[src/rtl/tri_setup_pkg.sv]
package tri_setup_pkg;

  typedef enum logic [1:0] {
    ST_IDLE,
    ST_MUL,
    ST_DIV,
    ST_DONE
  } seq_state_t;

  localparam int STEP_W     = 4;
  // step numbers whose end changes the flow of the sequencer
  localparam int STEP_NZY   = 11;
  localparam int STEP_DZDX  = 12;
  localparam int STEP_DZDY  = 13;
  localparam int STEP_ZX    = 14;
  localparam int STEP_LAST  = 15;

endpackage

[src/rtl/tri_setup_mul.sv]
// Iterative signed multiplier: one bit of the b magnitude per cycle.
module tri_setup_mul #(
  parameter int AW = 32,
  parameter int BW = 12,
  localparam int PW = AW + BW,
  localparam int CNW = $clog2(BW + 1)
) (
  input  logic                 clk,
  input  logic                 rst_n,
  input  logic                 start,
  input  logic signed [AW-1:0] a,
  input  logic signed [BW-1:0] b,
  output logic                 busy,
  output logic                 done,
  output logic signed [PW-1:0] prod
);

  logic [PW-1:0]  mcand;
  logic [BW-1:0]  mplier;
  logic [PW-1:0]  acc;
  logic           neg;
  logic [CNW-1:0] cnt;

  function automatic logic [AW-1:0] mag_a(input logic signed [AW-1:0] v);
    return v[AW-1] ? AW'(-v) : AW'(v);
  endfunction

  function automatic logic [BW-1:0] mag_b(input logic signed [BW-1:0] v);
    return v[BW-1] ? BW'(-v) : BW'(v);
  endfunction

  always_ff @(posedge clk or negedge rst_n) begin
    if (!rst_n) begin
      mcand  <= '0;
      mplier <= '0;
      acc    <= '0;
      neg    <= 1'b0;
      cnt    <= '0;
      busy   <= 1'b0;
      done   <= 1'b0;
    end else begin
      done <= 1'b0;
      if (start) begin
        mcand  <= PW'(mag_a(a));
        mplier <= mag_b(b);
        acc    <= '0;
        neg    <= a[AW-1] ^ b[BW-1];
        cnt    <= CNW'(BW);
        busy   <= 1'b1;
      end else if (busy) begin
        if (mplier[0]) acc <= acc + mcand;
        mcand  <= mcand << 1;
        mplier <= mplier >> 1;
        cnt    <= cnt - 1'b1;
        if (cnt == CNW'(1)) begin
          busy <= 1'b0;
          done <= 1'b1;
        end
      end
    end
  end

  assign prod = neg ? -$signed(acc) : $signed(acc);

endmodule

[src/rtl/tri_setup_div.sv]
// Restoring signed divider, one quotient bit per cycle, truncates toward zero.
module tri_setup_div #(
  parameter int NW = 32,
  localparam int CNW = $clog2(NW + 1)
) (
  input  logic                 clk,
  input  logic                 rst_n,
  input  logic                 start,
  input  logic signed [NW-1:0] num,
  input  logic signed [NW-1:0] den,
  output logic                 busy,
  output logic                 done,
  output logic signed [NW-1:0] quo
);

  logic [NW:0]    rem;
  logic [NW-1:0]  qsh;
  logic [NW-1:0]  dmag;
  logic           neg;
  logic [CNW-1:0] cnt;
  logic [NW:0]    trial;
  logic           fits;

  function automatic logic [NW-1:0] mag(input logic signed [NW-1:0] v);
    return v[NW-1] ? NW'(-v) : NW'(v);
  endfunction

  always_comb begin
    trial = {rem[NW-1:0], qsh[NW-1]};
    fits  = trial >= {1'b0, dmag};
  end

  always_ff @(posedge clk or negedge rst_n) begin
    if (!rst_n) begin
      rem  <= '0;
      qsh  <= '0;
      dmag <= '0;
      neg  <= 1'b0;
      cnt  <= '0;
      busy <= 1'b0;
      done <= 1'b0;
    end else begin
      done <= 1'b0;
      if (start) begin
        rem  <= '0;
        qsh  <= mag(num);
        dmag <= mag(den);
        neg  <= num[NW-1] ^ den[NW-1];
        cnt  <= CNW'(NW);
        busy <= 1'b1;
      end else if (busy) begin
        rem  <= fits ? trial - {1'b0, dmag} : trial;
        qsh  <= {qsh[NW-2:0], fits};
        cnt  <= cnt - 1'b1;
        if (cnt == CNW'(1)) begin
          busy <= 1'b0;
          done <= 1'b1;
        end
      end
    end
  end

  assign quo = neg ? -$signed(qsh) : $signed(qsh);

endmodule

[src/rtl/tri_setup.sv]
module tri_setup
  import tri_setup_pkg::*;
#(
  parameter int XW      = 10,
  parameter int YW      = 9,
  parameter int ZW      = 16,
  parameter int TXW     = 6,
  parameter int TYW     = 5,
  parameter int TILE_LG = 4,
  parameter int RW      = 32,
  parameter int COLW    = 8,
  localparam int CW     = ((XW > YW) ? XW : YW) + 1,
  localparam int CDW    = CW + 1
) (
  input  logic                      clk,
  input  logic                      rst_n,
  input  logic                      in_valid,
  output logic                      in_ready,
  input  logic [2:0][XW-1:0]        vx,
  input  logic [2:0][YW-1:0]        vy,
  input  logic [2:0][ZW-1:0]        vz,
  input  logic [COLW-1:0]           color,
  input  logic [TXW-1:0]            tile_x,
  input  logic [TYW-1:0]            tile_y,
  output logic                      out_valid,
  output logic [2:0][RW-1:0]        out_edge,
  output logic [2:0][CDW-1:0]       out_dedx,
  output logic [2:0][CDW-1:0]       out_dedy,
  output logic signed [RW-1:0]      out_z,
  output logic signed [RW-1:0]      out_dzdx,
  output logic signed [RW-1:0]      out_dzdy,
  output logic [COLW-1:0]           out_color,
  output logic                      out_degen
);

  localparam int PW = RW + CDW;

  // ---------------- arithmetic helpers ----------------
  function automatic logic signed [CDW-1:0] cdiff(input logic [CW-1:0] p, input logic [CW-1:0] q);
    return $signed({1'b0, p}) - $signed({1'b0, q});
  endfunction

  function automatic logic signed [RW-1:0] widen(input logic signed [CDW-1:0] v);
    return {{(RW-CDW){v[CDW-1]}}, v};
  endfunction

  function automatic logic signed [RW-1:0] zext_s(input logic [ZW-1:0] v);
    return {{(RW-ZW){v[ZW-1]}}, v};
  endfunction

  function automatic logic signed [RW-1:0] zdiff(input logic [ZW-1:0] p, input logic [ZW-1:0] q);
    return zext_s(p) - zext_s(q);
  endfunction

  // ---------------- state ----------------
  seq_state_t             state;
  logic [STEP_W-1:0]      step;
  logic                   kick;
  logic [2:0][CW-1:0]     cx, cy;
  logic [2:0][ZW-1:0]     cz;
  logic [CW-1:0]          ctx, cty;
  logic [COLW-1:0]        ccol;
  logic signed [RW-1:0]   acc;
  logic signed [RW-1:0]   edge_r [3];
  logic signed [RW-1:0]   area, nzx, nzy, dzdx, dzdy, zorg;

  // internal events, named for the checker
  logic                   mul_start, mul_busy, mul_done;
  logic                   div_start, div_busy, div_done;
  logic signed [RW-1:0]   op_a;
  logic signed [CDW-1:0]  op_b;
  logic signed [PW-1:0]   mul_prod;
  logic signed [RW-1:0]   prod_lo;
  logic signed [RW-1:0]   div_num;
  logic signed [RW-1:0]   div_quo;

  assign mul_start = kick && (state == ST_MUL);
  assign div_start = kick && (state == ST_DIV);
  assign prod_lo   = mul_prod[RW-1:0];
  assign div_num   = (step == STEP_W'(STEP_DZDX)) ? nzx : nzy;

  // operand schedule for the shared multiplier
  always_comb begin
    op_a = '0;
    op_b = '0;
    case (step)
      4'd0:  begin op_a = widen(cdiff(ctx, cx[0]));  op_b = cdiff(cy[1], cy[0]); end
      4'd1:  begin op_a = widen(cdiff(cty, cy[0]));  op_b = cdiff(cx[1], cx[0]); end
      4'd2:  begin op_a = widen(cdiff(ctx, cx[1]));  op_b = cdiff(cy[2], cy[1]); end
      4'd3:  begin op_a = widen(cdiff(cty, cy[1]));  op_b = cdiff(cx[2], cx[1]); end
      4'd4:  begin op_a = widen(cdiff(ctx, cx[2]));  op_b = cdiff(cy[0], cy[2]); end
      4'd5:  begin op_a = widen(cdiff(cty, cy[2]));  op_b = cdiff(cx[0], cx[2]); end
      4'd6:  begin op_a = widen(cdiff(cx[1], cx[0])); op_b = cdiff(cy[2], cy[0]); end
      4'd7:  begin op_a = widen(cdiff(cx[2], cx[0])); op_b = cdiff(cy[1], cy[0]); end
      4'd8:  begin op_a = zdiff(cz[1], cz[0]);        op_b = cdiff(cy[2], cy[0]); end
      4'd9:  begin op_a = zdiff(cz[2], cz[0]);        op_b = cdiff(cy[1], cy[0]); end
      4'd10: begin op_a = zdiff(cz[2], cz[0]);        op_b = cdiff(cx[1], cx[0]); end
      4'd11: begin op_a = zdiff(cz[1], cz[0]);        op_b = cdiff(cx[2], cx[0]); end
      4'd14: begin op_a = dzdx;                       op_b = cdiff(ctx, cx[0]);   end
      4'd15: begin op_a = dzdy;                       op_b = cdiff(cty, cy[0]);   end
      default: ;
    endcase
  end

  tri_setup_mul #(.AW(RW), .BW(CDW)) u_mul (
    .clk   (clk),
    .rst_n (rst_n),
    .start (mul_start),
    .a     (op_a),
    .b     (op_b),
    .busy  (mul_busy),
    .done  (mul_done),
    .prod  (mul_prod)
  );

  tri_setup_div #(.NW(RW)) u_div (
    .clk   (clk),
    .rst_n (rst_n),
    .start (div_start),
    .num   (div_num),
    .den   (area),
    .busy  (div_busy),
    .done  (div_done),
    .quo   (div_quo)
  );

  // ---------------- sequencer ----------------
  always_ff @(posedge clk or negedge rst_n) begin
    if (!rst_n) begin
      state <= ST_IDLE;
      step  <= '0;
      kick  <= 1'b0;
      cx    <= '0;
      cy    <= '0;
      cz    <= '0;
      ctx   <= '0;
      cty   <= '0;
      ccol  <= '0;
      acc   <= '0;
      for (int i = 0; i < 3; i++) edge_r[i] <= '0;
      area  <= '0;
      nzx   <= '0;
      nzy   <= '0;
      dzdx  <= '0;
      dzdy  <= '0;
      zorg  <= '0;
    end else begin
      case (state)
        ST_IDLE: begin
          if (in_valid) begin
            for (int i = 0; i < 3; i++) begin
              cx[i] <= CW'(vx[i]);
              cy[i] <= CW'(vy[i]);
              cz[i] <= vz[i];
            end
            ctx   <= CW'({tile_x, {TILE_LG{1'b0}}});
            cty   <= CW'({tile_y, {TILE_LG{1'b0}}});
            ccol  <= color;
            step  <= '0;
            kick  <= 1'b1;
            state <= ST_MUL;
          end
        end
        ST_MUL: begin
          kick <= 1'b0;
          if (mul_done) begin
            case (step)
              4'd1:  edge_r[0] <= acc - prod_lo;
              4'd3:  edge_r[1] <= acc - prod_lo;
              4'd5:  edge_r[2] <= acc - prod_lo;
              4'd7:  area      <= acc - prod_lo;
              4'd9:  nzx       <= acc - prod_lo;
              4'd11: nzy       <= acc - prod_lo;
              4'd15: zorg      <= zext_s(cz[0]) + acc + prod_lo;
              default: acc     <= prod_lo;
            endcase
            if (step == STEP_W'(STEP_LAST)) begin
              state <= ST_DONE;
            end else if (step == STEP_W'(STEP_NZY)) begin
              kick <= 1'b1;
              if (area == '0) begin
                dzdx <= '0;
                dzdy <= '0;
                step <= STEP_W'(STEP_ZX);
              end else begin
                step  <= STEP_W'(STEP_DZDX);
                state <= ST_DIV;
              end
            end else begin
              step <= step + 1'b1;
              kick <= 1'b1;
            end
          end
        end
        ST_DIV: begin
          kick <= 1'b0;
          if (div_done) begin
            kick <= 1'b1;
            if (step == STEP_W'(STEP_DZDX)) begin
              dzdx <= div_quo;
              step <= STEP_W'(STEP_DZDY);
            end else begin
              dzdy  <= div_quo;
              step  <= STEP_W'(STEP_ZX);
              state <= ST_MUL;
            end
          end
        end
        default: state <= ST_IDLE;
      endcase
    end
  end

  // ---------------- outputs ----------------
  assign in_ready  = (state == ST_IDLE);
  assign out_valid = (state == ST_DONE);
  assign out_z     = zorg;
  assign out_dzdx  = dzdx;
  assign out_dzdy  = dzdy;
  assign out_color = ccol;
  assign out_degen = (area == '0);

  for (genvar g = 0; g < 3; g++) begin : g_edge
    localparam int NX = (g + 1) % 3;
    assign out_edge[g] = edge_r[g];
    assign out_dedx[g] = cdiff(cy[NX], cy[g]);
    assign out_dedy[g] = cdiff(cx[g], cx[NX]);
  end

endmodule

[config.mk]
export PLATFORM = sky130hd
export DESIGN_NAME = tri_setup
export DESIGN_NICKNAME = d
export VERILOG_FILES = /design/src/rtl/tri_setup_pkg.sv /design/src/rtl/tri_setup_mul.sv /design/src/rtl/tri_setup_div.sv /design/src/rtl/tri_setup.sv
export SDC_FILE = /design/constraint.sdc
export NUM_CORES = 2
export LEC_CHECK = 0
export BUFFER_PORTS_ARGS = -buffer_cell sky130_fd_sc_hd__buf_2
export CAP_MARGIN = 10
export CORE_ASPECT_RATIO = 1.1
export CORE_UTILIZATION = 30
export DETAILED_ROUTE_END_ITERATION = 10
export GPL_ROUTABILITY_DRIVEN = 0
export PLACE_DENSITY = 0.52
export REMOVE_ABC_BUFFERS = 1
export SYNTH_ARGS = -nofsm -noshare
export SYNTH_HDL_FRONTEND = slang
export SYNTH_SLANG_ARGS = --single-unit
export TNS_END_PERCENT = 5
[constraint.sdc]
create_clock -name clk -period 6.6 [get_ports clk]
set_input_delay 1.32 -clock clk [delete_from_list [all_inputs] [get_ports clk]]
set_output_delay 1.32 -clock clk [all_outputs]
set_load 0.03 [all_outputs]
==> out/summary.txt <==
reg2reg start: u_mul.acc[2]$_DFFE_PN0P_
fmax: 174 MHz
Yosys reg bits: 639
CP max stage cell: a2111oi_0
Setup CP Type: flop to flop
commonest register cell after synthesis: dfrtp_1
DRC: 0
maxcap violations: 0
Placeable Area: 0.150 mm^2
Syn Inst Count: 4983
Post-Syn Area: 0.0455 mm^2
reg2reg end: out_z[30]$_DFFE_PN0P_
HP Class: flop to flop
CTS Sinks: 639
Fill cells: 15467
CTS Buffer Depth: 3
CTS root buf: clkbuf_16
final-report hold violation count: 0
Clk Latency, worst-skew pair: 0.67 ns
status: finished clean
Worst Path Max Fanout: 5
met3 routed WL: 9970 um
All-Layer GR Usage: 0.211
Die Y: 410 um
met1 wire length: 70800 um
wire length on met2: 77300 um
cell count along the critical path: 20
Setup Viol. Count Final: 0
hold path endpoint: out_edge[48]$_DFFE_PN0P_
Starting Density: 0.303
Period minus WS final: 5.75 ns
Synth top area share: 0.352
ANT cells: 0
hold_sp: out_edge[48]$_DFFE_PN0P_
Crit path max-delay family: compound AO/OA/AOI/OAI gates
Hold Path Depth: 2
number of nets in the layout: 5773
period utilization: 0.871
Clock Skew: 0.0226 ns
final WL: 165000 um
Worst-Margin Slew: 1.20 ns
initial antenna violation count: 13
Area Growth Syn to Fin: 15.0%
R2R depth: 20
setup TNS: 0 ns
DR vias/cell: 5.36
top cells by area, synth: dfrtp_1 (35%), ha_1 (8.5%), mux2_2 (5.6%)
CP most frequent cell: o21ai_0
post-synth cell types: 107
TritonCTS buffer count: 81
WL/cell: 22.5 um
Cell Chain, Critical Path: or3_1 > or3_1 > nand2b_1 > nand2b_1 > o21ai_0 > xor2_1 > fa_1 > inv_1 > ha_1 > a2111oi_0 > o21ai_0 > o21a_1 > a21oi_1 > nand2_1 > a41oi_1 > a21oi_1 > a31o_2 > a2111oi_0 > a41oi_1 > o21ai_0
H-tree lvl count: 3
largest net degree at the start of global routing: 140
first-pass GRT wire length: 246000 um
Cell Rows: 149
share of layout cells above drive strength 1: 0.174
Post-DP Area: 0.0495 mm^2
area leader, netlist: dfrtp_1
highest metal used: met4
Syn Area/Cell: 9.12 um^2
# resized after CTS: 0
Worst-path clk slew: 0.06 ns
HPWL Detailed: 127000 um
TritonCTS clock tree: built
die width: 373 um
# IOs: 402
Post-synth EDFFs: 0
CP endpoint kind: flop
Placed Cells: 7170
Initial DRC Count: 3262
final non-filler cell total: 7314
Syn. warnings: 0
slowest cell delay on critical path: 0.50 ns
Hold Buf Count CTS: 0
Crit path required time: 7.17 ns
via count: 39215
Worst Path Buf+Inv: 1
Slew Viols, Final: 0
Port Buffer Count: 401
sequential-to-total area share from yosys stat: 0.352
Post-CTS Setup Repair Bufs: 0
First-pass DRT Iterations: 6
vias in the first global route: 38369
Critical Path Source: u_mul.acc[2]$_DFFE_PN0P_
Startpoint Class: flop
Reg2Reg Setup Slack: 0.85 ns
remaining antenna violation count: 0
slew margin rel.: 0.200
fraction of registers with async set/reset: 1.00
GR Overflow Total: 0
final instance area: 0.0523 mm^2
total die area: 0.153 mm^2
Arr. time, crit path: 6.32 ns
unrepaired setup endpoints after global routing: no
synthesized netlist by cell type, types with 14 or more instances:
cell type	number
dfrtp_1	639
nand2_1	521
o21ai_0	462
ha_1	309
a21oi_1	299
nor2_1	283
inv_1	280
mux2_2	227
clkbuf_1	179
xor2_1	178
xnor2_1	159
mux2i_1	103
nor3_1	98
a21o_1	91
nand3_1	81
a211oi_1	65
nand2b_1	57
nor2b_1	53
fa_1	47
o21a_1	47
a31oi_1	44
or3_1	40
o31ai_1	37
and3_1	31
a22oi_1	30
and2_1	29
mux2_4	28
a221oi_1	26
o211ai_1	25
nand3b_1	24
nand4_1	24
buf_1	23
o22ai_1	21
o21ai_1	20
nor3b_1	19
or4_1	19
a22o_1	17
buf_2	17
nor4_1	17
o31a_1	16
o21bai_1	15
a21boi_0	14
o41ai_1	14
layout make-up:
| class | count | area [um^2] | share of cell area |
|---|---|---|---|
| clock buffers | 114 | 2320 | 0.0444 |
| repair buffers | 463 | 2560 | 0.0489 |
| well taps | 1963 | 2460 | 0.0470 |
| inverters | 280 | 1050 | 0.0201 |
| flip-flops and latches | 639 | 16000 | 0.306 |
| multi-input cells | 3825 | 27500 | 0.526 |
| clock inverters | 30 | 423 | 0.00809 |
worst register-to-register path, cell delays in order (launching register included):
cell and delay (ns):
dfrtp_1 0.43, or3_1 0.45, or3_1 0.47, nand2b_1 0.22
nand2b_1 0.21, o21ai_0 0.23, xor2_1 0.32, fa_1 0.47
inv_1 0.07, ha_1 0.28, a2111oi_0 0.38, o21ai_0 0.15
o21a_1 0.14, a21oi_1 0.14, nand2_1 0.11, a41oi_1 0.36
a21oi_1 0.17, a31o_2 0.31, a2111oi_0 0.50, a41oi_1 0.08
o21ai_0 0.18
worst max-delay path by stage:
stage                             to
5_1_grt        out_z[30]$_DFFE_PN0P_
6_report       out_z[30]$_DFFE_PN0P_
2_1_floorplan    acc[10]$_DFFE_PN0P_
3_3_place_gp   out_z[30]$_DFFE_PN0P_
3_5_place_dp   out_z[30]$_DFFE_PN0P_
4_1_cts        out_z[30]$_DFFE_PN0P_
metal layers:
layer | track usage | vias to the layer above
li1 | - | 18492
met1 | 0.272 | 19146
met2 | 0.350 | 1294
met3 | 0.0335 | 283
met4 | 0.0853 | 0
met5 | 0 | -
placed cells by master, fill, tap and decap left out, types with 19 or more instances in the layout:
cell type / count
dfrtp_1: 637
nand2_1: 514
o21ai_0: 462
buf_2: 400
ha_1: 309
a21oi_1: 299
nor2_1: 282
inv_1: 280
mux2_2: 227
xor2_1: 177
xnor2_1: 156
mux2i_1: 102
nor3_1: 98
a21o_1: 91
clkbuf_16: 83
nand3_1: 80
a211oi_1: 64
nand2b_1: 57
buf_4: 56
nor2b_1: 53
o21a_1: 47
fa_1: 47
a31oi_1: 44
or3_1: 40
o31ai_1: 37
a22oi_1: 30
and3_1: 28
mux2_4: 28
and2_1: 26
a221oi_1: 26
o211ai_1: 25
nand3b_1: 24
nand4_1: 24
o22ai_1: 21
o21ai_1: 20
or4_1: 19
sequential cells by signal, summed over array words and instances, names as in the netlist, 2 cells and up:
| name | flops |
|---|---|
| out_dzdx | 32 |
| u_mul.cnt | 4 |
| nzy | 32 |
| out_edge | 96 |
| cx | 30 |
| cty | 5 |
| acc | 32 |
| u_div.cnt | 6 |
| ctx | 6 |
| out_dzdy | 32 |
| u_mul.acc | 32 |
| nzx | 32 |
| u_div.rem | 32 |
| u_mul.mcand | 32 |
| cy | 27 |
| out_color | 8 |
| step | 4 |
| out_z | 32 |
| state | 2 |
| u_div.qsh | 32 |
| cz | 48 |
| area | 32 |
| u_mul.mplier | 12 |
| u_div.dmag | 32 |
cell families after synthesis:
kind of cell             share of synthesized area
flip-flops                                   0.352
XOR/XNOR                                    0.0653
buffers and inverters                       0.0456
AND/OR/NAND/NOR                              0.148
adder cells (fa/ha/maj)                      0.106
multiplexers                                0.0882
AO/OA/AOI/OAI                                0.196
per-stage QoR:
stage	setup WS (ns)	hold WS [ns]	utilization
4_1_cts	1.02	0.477	0.348
6_report	0.849	0.471	0.348
2_1_floorplan	1.36	0.449	-
5_1_grt	0.416	0.498	0.348
3_5_place_dp	1.02	0.465	0.330
3_3_place_gp	0.927	0.457	0.330
Power is not shown: default switching activity piles up to over one toggle a cycle in this logic, so the estimate is an artifact.
